$ cat src/rtl/tlb_pkg.sv
package tlb_pkg;
  localparam int VA_W     = 32;
  localparam int PA_W     = 28;
  localparam int PG_OFF_W = 12;
  localparam int VPN_W    = VA_W - PG_OFF_W;
  localparam int PPN_W    = PA_W - PG_OFF_W;

  typedef struct packed {
    logic             valid;
    logic             dirty;
    logic             refd;
    logic             wr_ok;
    logic [VPN_W-1:0] vpn;
    logic [PPN_W-1:0] ppn;
  } tlb_entry_t;
endpackage

$ cat src/rtl/tlb_match.sv
module tlb_match
  import tlb_pkg::*;
#(
  parameter int ENTRIES = 16,
  localparam int IDX_W  = (ENTRIES > 1) ? $clog2(ENTRIES) : 1
) (
  input  tlb_entry_t [ENTRIES-1:0] tab,
  input  logic [VPN_W-1:0]         vpn,
  output logic                     hit,
  output logic [IDX_W-1:0]         idx
);
  logic [ENTRIES-1:0] match;

  for (genvar g = 0; g < ENTRIES; g++) begin : g_cmp
    assign match[g] = tab[g].valid && (tab[g].vpn == vpn);
  end

  // tags are unique among valid entries, so at most one bit is set
  always_comb begin
    idx = '0;
    for (int i = 0; i < ENTRIES; i++) begin
      if (match[i]) idx = IDX_W'(i);
    end
  end

  assign hit = |match;
endmodule

$ cat src/rtl/tlb_rr_ptr.sv
module tlb_rr_ptr #(
  parameter int ENTRIES = 16,
  localparam int IDX_W  = (ENTRIES > 1) ? $clog2(ENTRIES) : 1
) (
  input  logic             clk,
  input  logic             rst,
  input  logic             adv,
  output logic [IDX_W-1:0] ptr
);
  always_ff @(posedge clk) begin
    if (rst) begin
      ptr <= '0;
    end else if (adv) begin
      if (ptr == IDX_W'(ENTRIES - 1)) ptr <= '0;
      else                            ptr <= ptr + 1'b1;
    end
  end
endmodule

$ cat src/rtl/tlb_xlate.sv
module tlb_xlate
  import tlb_pkg::*;
#(
  parameter int ENTRIES = 16,
  localparam int IDX_W  = (ENTRIES > 1) ? $clog2(ENTRIES) : 1
) (
  input  logic        clk,
  input  logic        rst,
  input  logic        req_valid,
  input  logic [31:0] req_vaddr,
  input  logic        req_write,
  input  logic        sup_mode,
  input  logic        fill_en,
  input  logic [19:0] fill_vpn,
  input  logic [15:0] fill_ppn,
  input  logic        fill_wr_ok,
  input  logic        flush,
  input  logic        clr_ref,
  output logic        rsp_hit,
  output logic [27:0] rsp_paddr,
  output logic        rsp_miss_exc,
  output logic        rsp_prot_exc,
  output logic        rsp_dirty,
  output logic        rsp_ref
);
  tlb_entry_t [ENTRIES-1:0] tab;

  logic             look_hit, fill_hit;
  logic [IDX_W-1:0] look_idx, fill_hit_idx, rr_ptr, fill_idx;
  tlb_entry_t       ent;
  logic             prot_now, ok_now, miss_now, fill_go, flush_go;

  tlb_match #(.ENTRIES(ENTRIES)) u_look (
    .tab (tab),
    .vpn (req_vaddr[VA_W-1:PG_OFF_W]),
    .hit (look_hit),
    .idx (look_idx)
  );

  tlb_match #(.ENTRIES(ENTRIES)) u_fmatch (
    .tab (tab),
    .vpn (fill_vpn),
    .hit (fill_hit),
    .idx (fill_hit_idx)
  );

  tlb_rr_ptr #(.ENTRIES(ENTRIES)) u_ptr (
    .clk (clk),
    .rst (rst),
    .adv (fill_go && !fill_hit),
    .ptr (rr_ptr)
  );

  always_comb begin
    ent      = tab[look_idx];
    prot_now = req_valid && look_hit && req_write && !ent.wr_ok;
    ok_now   = req_valid && look_hit && !prot_now;
    miss_now = req_valid && !look_hit;
    fill_go  = sup_mode && fill_en;
    flush_go = sup_mode && flush;
    fill_idx = fill_hit ? fill_hit_idx : rr_ptr;
  end

  // registered responses
  always_ff @(posedge clk) begin
    if (rst) begin
      rsp_hit      <= 1'b0;
      rsp_paddr    <= '0;
      rsp_miss_exc <= 1'b0;
      rsp_prot_exc <= 1'b0;
      rsp_dirty    <= 1'b0;
      rsp_ref      <= 1'b0;
    end else begin
      rsp_hit      <= ok_now;
      rsp_paddr    <= ok_now ? {ent.ppn, req_vaddr[PG_OFF_W-1:0]} : '0;
      rsp_miss_exc <= miss_now;
      rsp_prot_exc <= prot_now;
      rsp_dirty    <= ok_now && ent.dirty;
      rsp_ref      <= ok_now && ent.refd;
    end
  end

  // entry state: clear-ref, then access marks, then flush, then fill
  for (genvar g = 0; g < ENTRIES; g++) begin : g_ent
    always_ff @(posedge clk) begin
      if (rst) begin
        tab[g] <= '0;
      end else begin
        if (clr_ref) tab[g].refd <= 1'b0;
        if (ok_now && look_idx == IDX_W'(g)) begin
          tab[g].refd <= 1'b1;
          if (req_write) tab[g].dirty <= 1'b1;
        end
        if (flush_go) tab[g].valid <= 1'b0;
        if (fill_go && fill_idx == IDX_W'(g)) begin
          tab[g].valid <= 1'b1;
          tab[g].dirty <= 1'b0;
          tab[g].refd  <= 1'b0;
          tab[g].wr_ok <= fill_wr_ok;
          tab[g].vpn   <= fill_vpn;
          tab[g].ppn   <= fill_ppn;
        end
      end
    end
  end
endmodule

$ cat config.mk
export PLATFORM = sky130hd
export DESIGN_NAME = tlb_xlate
export DESIGN_NICKNAME = d
export VERILOG_FILES = /design/src/rtl/tlb_pkg.sv /design/src/rtl/tlb_match.sv /design/src/rtl/tlb_rr_ptr.sv /design/src/rtl/tlb_xlate.sv
export SDC_FILE = /design/constraint.sdc
export NUM_CORES = 2
export LEC_CHECK = 0
export ABC_CLOCK_PERIOD_IN_PS = 10300
export BUFFER_PORTS_ARGS = -buffer_cell sky130_fd_sc_hd__clkbuf_2
export CAP_MARGIN = 20
export CORE_MARGIN = 1
export CORE_UTILIZATION = 35
export DETAILED_ROUTE_END_ITERATION = 7
export MAX_ROUTING_LAYER = met4
export PLACE_DENSITY = 0.61
export SETUP_SLACK_MARGIN = 0.02
export SLEW_MARGIN = 20
export SYNTH_ARGS = -nofsm -noshare
export SYNTH_HDL_FRONTEND = slang
export SYNTH_SLANG_ARGS = --single-unit
$ cat constraint.sdc
create_clock -name clk -period 10.3 [get_ports clk]
set_input_delay 2.06 -clock clk [delete_from_list [all_inputs] [get_ports clk]]
set_output_delay 2.06 -clock clk [all_outputs]
set_load 0.05 [all_outputs]
# After elaboration in Yosys (flattened, before gate mapping)
# Index checks and enable logic that the tools add are counted.
[classes]
add_sub_neg = 1
order_cmp = 1
n_eq_ne = 63
muxes = 84
bitwise_logic = 1
reduce_logical = 147
[op_table]
columns = ["cell", "count"]
rows = [
  ["$eq A20 B20 Y1", 32],
  ["$mux W40", 16],
  ["$bmux W40 S4", 1],
  ["$logic_and A1 B1 Y1", 74],
  ["$mux W4", 18],
  ["$eq A4 B4 Y1 const B", 17],
  ["$reduce_bool A2 Y1", 32],
  ["$mux W2", 20],
  ["$mux W39", 1],
  ["$reduce_or A2 Y1", 17],
  ["$eq A4 B3 Y1 const B", 8],
  ["$reduce_and A2 Y1", 16],
  ["$reduce_or A16 Y1", 2],
  ["$mux W3", 8],
  ["$mux W1", 20],
  ["$eq A4 B2 Y1 const B", 4],
  ["$eq A4 B1 Y1 const B", 2],
  ["$logic_not A4 Y1", 2],
  ["$lt A4 B5 Y1 const B", 1],
  ["$add A4 B1 Y4 const B", 1],
  ["$logic_not A1 Y1", 4],
  ["$not A1 Y1", 1],
]
[word_totals]
register_bits = 677
input_bits = 77
output_inout_bits = 33
elab_cells = 400

# Depth between registers and ports, before layout
[depth]
depth_word = 26
mapped_depth = 18
mapped_depth_nobuf = 12

# Hierarchy
# Synthesis repeated with hierarchy kept, for this count alone.
[unflattened]
hier_cells = 4089
hier_area_um2 = 34047.7
[modules_own_cells]
columns = ["mod", "instances", "cells_each", "area_each_um2", "seq_area_each_um2"]
rows = [
  ["tlb_xlate", 1, 3073, 25734.7, 13472.9],
  ["tlb_match", 2, 498, 4066.4, 0.0],
  ["tlb_rr_ptr", 1, 20, 180.2, 80.1],
]

# Worst setup path before layout
# No wires, ideal clock.
[synth_timing]
path_type = "input port to flip-flop"
startpoint = "input port req_vaddr[26]"
endpoint = "register tab[357] (netlist name)"
setup_time_ps = 116
arrival_ps = 5173
t_required_ps = 10184
setup_slack_ps = 5011
cell_stages = 16
path_buffers = 4
cell_sequence = "buf_4 > xor2_1 > or4_4 > nor4_2 > o211ai_1 > a2111oi_1 > o32a_1 > buf_4 > and2b_4 > mux2_4 > a22oi_4 > nand3_2 > buf_6 > buf_6 > a32oi_1 > nor2_1"
[synth_via]
elab_chain_len = 25
word_cells_on_any_way = 60
classes_between = "17 x eq/ne; 18 x mux; 25 x reduce/logical"
[synth_lines]
columns = ["item", "line", "rtl"]
rows = [
  ["start: declaration", "tlb_xlate.sv:10", "input logic [31:0] req_vaddr,"],
  ["$eq A20 B20 Y1", "tlb_match.sv:15", "assign match[g] = tab[g].valid && (tab[g].vpn == vpn);"],
  ["$logic_and A1 B1 Y1", "tlb_match.sv:15", ""],
  ["$mux W1", "tlb_match.sv:22", "if (match[i]) idx = IDX_W'(i);"],
  ["$mux W2 (2 in series)", "tlb_match.sv:22", ""],
  ["$mux W3 (4 in series)", "tlb_match.sv:22", ""],
  ["$mux W4 (8 in series)", "tlb_match.sv:22", ""],
  ["$bmux W40 S4", "tlb_xlate.sv:55", "ent = tab[look_idx];"],
  ["$mux W39 (not written as such)", "tlb_xlate.sv:55", ""],
  ["$logic_not A1 Y1", "tlb_xlate.sv:56", "prot_now = req_valid && look_hit && req_write && !ent.wr_ok;"],
  ["$logic_and A1 B1 Y1", "tlb_xlate.sv:56", ""],
  ["$logic_not A1 Y1", "tlb_xlate.sv:57", "ok_now = req_valid && look_hit && !prot_now;"],
  ["$logic_and A1 B1 Y1", "tlb_xlate.sv:57", ""],
  ["$logic_and A1 B1 Y1 *", "tlb_xlate.sv:90", "if (ok_now && look_idx == IDX_W'(g)) begin"],
  ["$mux W2 / $reduce_bool A2 Y1 (equally long branches)", "n/a", ""],
]
# Every way passes the cells marked *; elsewhere a longest branch is shown, timed or not. The select of a mux whose other input is x is not followed.
# A chain may end at the register's enable or synchronous reset.

# Final worst setup path
[layout_timing]
startpoint = "input port req_vaddr[29]"
endpoint = "register rsp_paddr[20]"
[layout_via]
elab_chain_len = 25
word_cells_on_any_way = 58
classes_between = "16 x eq/ne; 17 x mux; 1 x bitwise; 24 x reduce/logical"
[layout_lines]
columns = ["item", "line", "rtl"]
rows = [
  ["$eq A20 B20 Y1", "tlb_match.sv:15", ""],
  ["$logic_and A1 B1 Y1", "tlb_match.sv:15", ""],
  ["$mux W1", "tlb_match.sv:22", ""],
  ["$mux W2 (2 in series)", "tlb_match.sv:22", ""],
  ["$mux W3 (4 in series)", "tlb_match.sv:22", ""],
  ["$mux W4 (8 in series)", "tlb_match.sv:22", ""],
  ["$bmux W40 S4", "tlb_xlate.sv:55", ""],
  ["$mux W39 (not written as such)", "tlb_xlate.sv:55", ""],
  ["$logic_not A1 Y1", "tlb_xlate.sv:56", ""],
  ["$logic_and A1 B1 Y1", "tlb_xlate.sv:56", ""],
  ["$logic_not A1 Y1", "tlb_xlate.sv:57", ""],
  ["$logic_and A1 B1 Y1", "tlb_xlate.sv:57", ""],
  ["$not A1 Y1 (no line)", "n/a", ""],
  ["$reduce_or A2 Y1 (no line)", "n/a", ""],
  ["end signal: assignment", "tlb_xlate.sv:75", "rsp_paddr <= ok_now ? {ent.ppn, req_vaddr[PG_OFF_W-1:0]} : '0;"],
  ["end: declaration", "tlb_xlate.sv:20", "output logic [27:0] rsp_paddr,"],
]
# Parallel ways exist; a longest one is shown, timed or not. The select of a mux whose other input is x is not followed.

==> impl_metrics.toml <==
[finish]
area_delta_synth_final_pct = 10.7
fin_util = 0.392
final_common_cell = "dfxtp_1"
final_cell_mix = "dfxtp_1 (677), mux2i_1 (653), nor2_1 (619), xnor2_1 (482), nand4_1 (208)"
instances_no_fill = 5372
antenna_cells = 0
fill_cells = 10300
num-nets-final = 4028
final_layout_size_suffix_gt1_frac = 0.0914

[global_routing]
overflow = 0
grt_start_max_net_pins = 196
grt_pass1_wl_microns = 181000
grt_util_all_layers = 0.234
grt_pass1_vias = 27900
antenna_found_initial = 1

[yosys]
synth_cell_types = 82
syn_avg_cell_area_sq_um = 8.98
synth_cells = 4030
ys_ff_latch = 677
async_flop_share = 0
ys.warnings.count = 0
ys_seq_area_frac = 0.374
synth_edf_count = 0
syn_nets = 4108
ys.flop_type = "dfxtp_1"
syn_area_sq_um = 36200

[power_and_ir_drop]
pwr-share-clk = 0.471
seq_power_share = 0.446
p_switching_uw = 1490
peakVddDrop_mv = 0.111
power_frac_comb = 0.083
leakage_uw = 0.0142
p_int_uw = 4430
p_sw_frac = 0.252
p_per_area_nw_per_um2 = 148
total_power_uw = 5920

[min_path]
min_from = "tab[277]"
holdPathStages = 2
worstHoldPathType = "reg2reg"

[sta]
setup_tns_ns = 0
finalCritPeriodShare = 0.726
worstMarginPinSlew_ns = 1.13
fin_crit_ns = 7.48
setup_viol = 0
slew_violations = 0
skew_ns = 0.0184
rsz0062_at_grt = "no"
timing.fmax_ghz = 0.134
max-slew-margin-rel = 0.247
finalHoldViolations = 0

[critical_path]
crit_end = "rsp_paddr[20]"
path_class = "in2reg"
path_cells = "clkbuf_2 > xor2_1 > or4_4 > nor4_2 > o211ai_1 > a2111oi_1 > o32a_2 > and2b_4 > mux2_4 > a22oi_4 > nand3_2 > nand3b_1 > buf_4 > nor2_1"
crit_arrival_ns = 7.99
worst_ep_required_time_ns = 10.81
path_delay_family = "compound AO/OA/AOI/OAI gates"
r2r-end = "rsp_paddr[20]"
crit_cells = 14
critPathLaunch = "req_vaddr[29]"
path_buf_inv = 2
worstSetupStartpointType = "input pin"
cpPeakStageDelay_ns = 0.98
crit_path_end_kind = "flip-flop"
reg2reg_depth = 13
timing.rr.start = "tab[62]"
r2r_slack_ns = 4.63
crit_slowest_cell = "o32a_2"
crit_fanout = 33

[die]
die_x_microns = 324
start_util = 0.354
rows = 117
core_sq_um = 102000
die_area_sq_um = 105000
chipHeight_microns = 324
io_pins = 110

[cts]
numCtsBuffers = 72
htreeDepth = 3
postCtsHoldBufs = 0
cts_setup_buffers = 0
cts.path.max_buffers = 3
cts_tree = "built"
cts_sinks = 677
clk_latency_ns = 0.65
clk_pin_slew_ns = 0.06
cts-resized-gates = 0
root_buffer = "clkbuf_16"

[route]
dr.pass1.iters = 6
routedWlPerCell_microns = 22.7
via_count = 29800
wl_met1_microns = 53900
dr_wl_met2_microns = 54300
met3_length_microns = 8900
drc_errors = 0
ant_nets = 0
routed_wl_microns = 122000
dr.max_layer_used = "met4"
first_iter_violations = 2998
via_per_inst = 5.55

[placed_design]
hpwl_microns = 77000
place_inst = 5242
io_buffer_count = 109
routabilityCongestion = 0.960

[flow_run]
drv_cap = 0

[run_status]
status = "finished, final reports clean"
[area by class of cell]
type	count	area (sq um)	area share
multi-input cells	3001	21100	0.527
clock inverters	27	455	0.0114
repair buffers	175	1120	0.0278
flip-flops and latches	677	13600	0.338
well taps	1368	1710	0.0427
inverters	23	86.3	0.00215
clock buffers	101	2040	0.0510
[tightest hold or removal path, delay by kind of cell (launching register included)]
kind	cells	cell delay [ns]
AO/OA/AOI/OAI	1	0.05
flip-flops	1	0.31
AND/OR/NAND/NOR	1	0.05
[sequential cells by signal (all words and copies together) (netlist names)]
name	cells
rsp_dirty	1
rsp_prot_exc	1
rsp_hit	1
tab	640
rsp_miss_exc	1
u_ptr.ptr	4
rsp_paddr	28
rsp_ref	1
[power groups by stage]
| stage | combinational, uW | sequential (uW) | clock [uW] |
|---|---|---|---|
| 3_3_place_gp | 476 | 2700 | 0 |
| 3_5_place_dp | 477 | 2700 | 0 |
| 5_1_grt | 515 | 2640 | 2930 |
| 4_1_cts | 479 | 2640 | 2830 |
| 2_1_floorplan | 333 | 2700 | 0 |
| 6_report | 490 | 2640 | 2790 |
[metal layers]
| layer | track usage | vias up |
|---|---|---|
| met5 | - | - |
| met4 | 0.0917 | 0 |
| met3 | 0.0344 | 282 |
| met2 | 0.359 | 1163 |
| met1 | 0.309 | 14500 |
| li1 | - | 13800 |
[worst min-delay path by stage]
| stage | endpoint | slack (ns) |
|---|---|---|
| after floorplan | tab[277] | 0.42 |
| after global placement | tab[557] | 0.43 |
| after detailed placement | tab[277] | 0.44 |
| after CTS | tab[277] | 0.45 |
| after global routing | tab[277] | 0.46 |
| final | tab[277] | 0.45 |
[synth_stat cells, types with 17 or more instances]
library cell / number / share of area
clkbuf_1: 147 / 0.015
nand4_1: 208 / 0.036
buf_4: 34 / 0.0071
nor4_1: 91 / 0.016
xnor2_1: 482 / 0.12
mux2i_1: 653 / 0.18
xor2_1: 156 / 0.038
o21ai_0: 82 / 0.011
dfxtp_1: 677 / 0.37
nand2_1: 159 / 0.016
o22a_1: 17 / 0.0041
nand2b_1: 18 / 0.0031
buf_2: 131 / 0.018
nor2_1: 632 / 0.066
inv_1: 23 / 0.0024
nor3_1: 33 / 0.0046
o22ai_1: 34 / 0.0059
o221ai_1: 21 / 0.0051
nand3_1: 82 / 0.011
or2_2: 29 / 0.0050
a21oi_1: 112 / 0.015
[through the flow]
stage | hold slack [ns] | worst slack (ns) | area [sq um]
global placement | 0.435 | 2.31 | 37500
CTS | 0.446 | 2.94 | 40000
global route | 0.459 | 2.79 | 40100
detailed placement | 0.438 | 2.27 | 37500
finish | 0.449 | 2.82 | 40100
floorplan | 0.423 | 5.01 | 36200
[cell families (layout without fill, tap and decap cells)]
kind of cell               Yosys count  after routing  synth area share
DFF                                677            677             0.374
and+or+nand+nor                   1370           1370             0.184
adders and majority gates            1              1          0.000346
muxes                              660            660             0.183
buffers and inverters              352            326            0.0462
xor gates and xnor gates           639            639             0.155
AOI/OAI and AO/OA                  331            331            0.0570
Note: power is estimated with default switching activity, not from simulation.
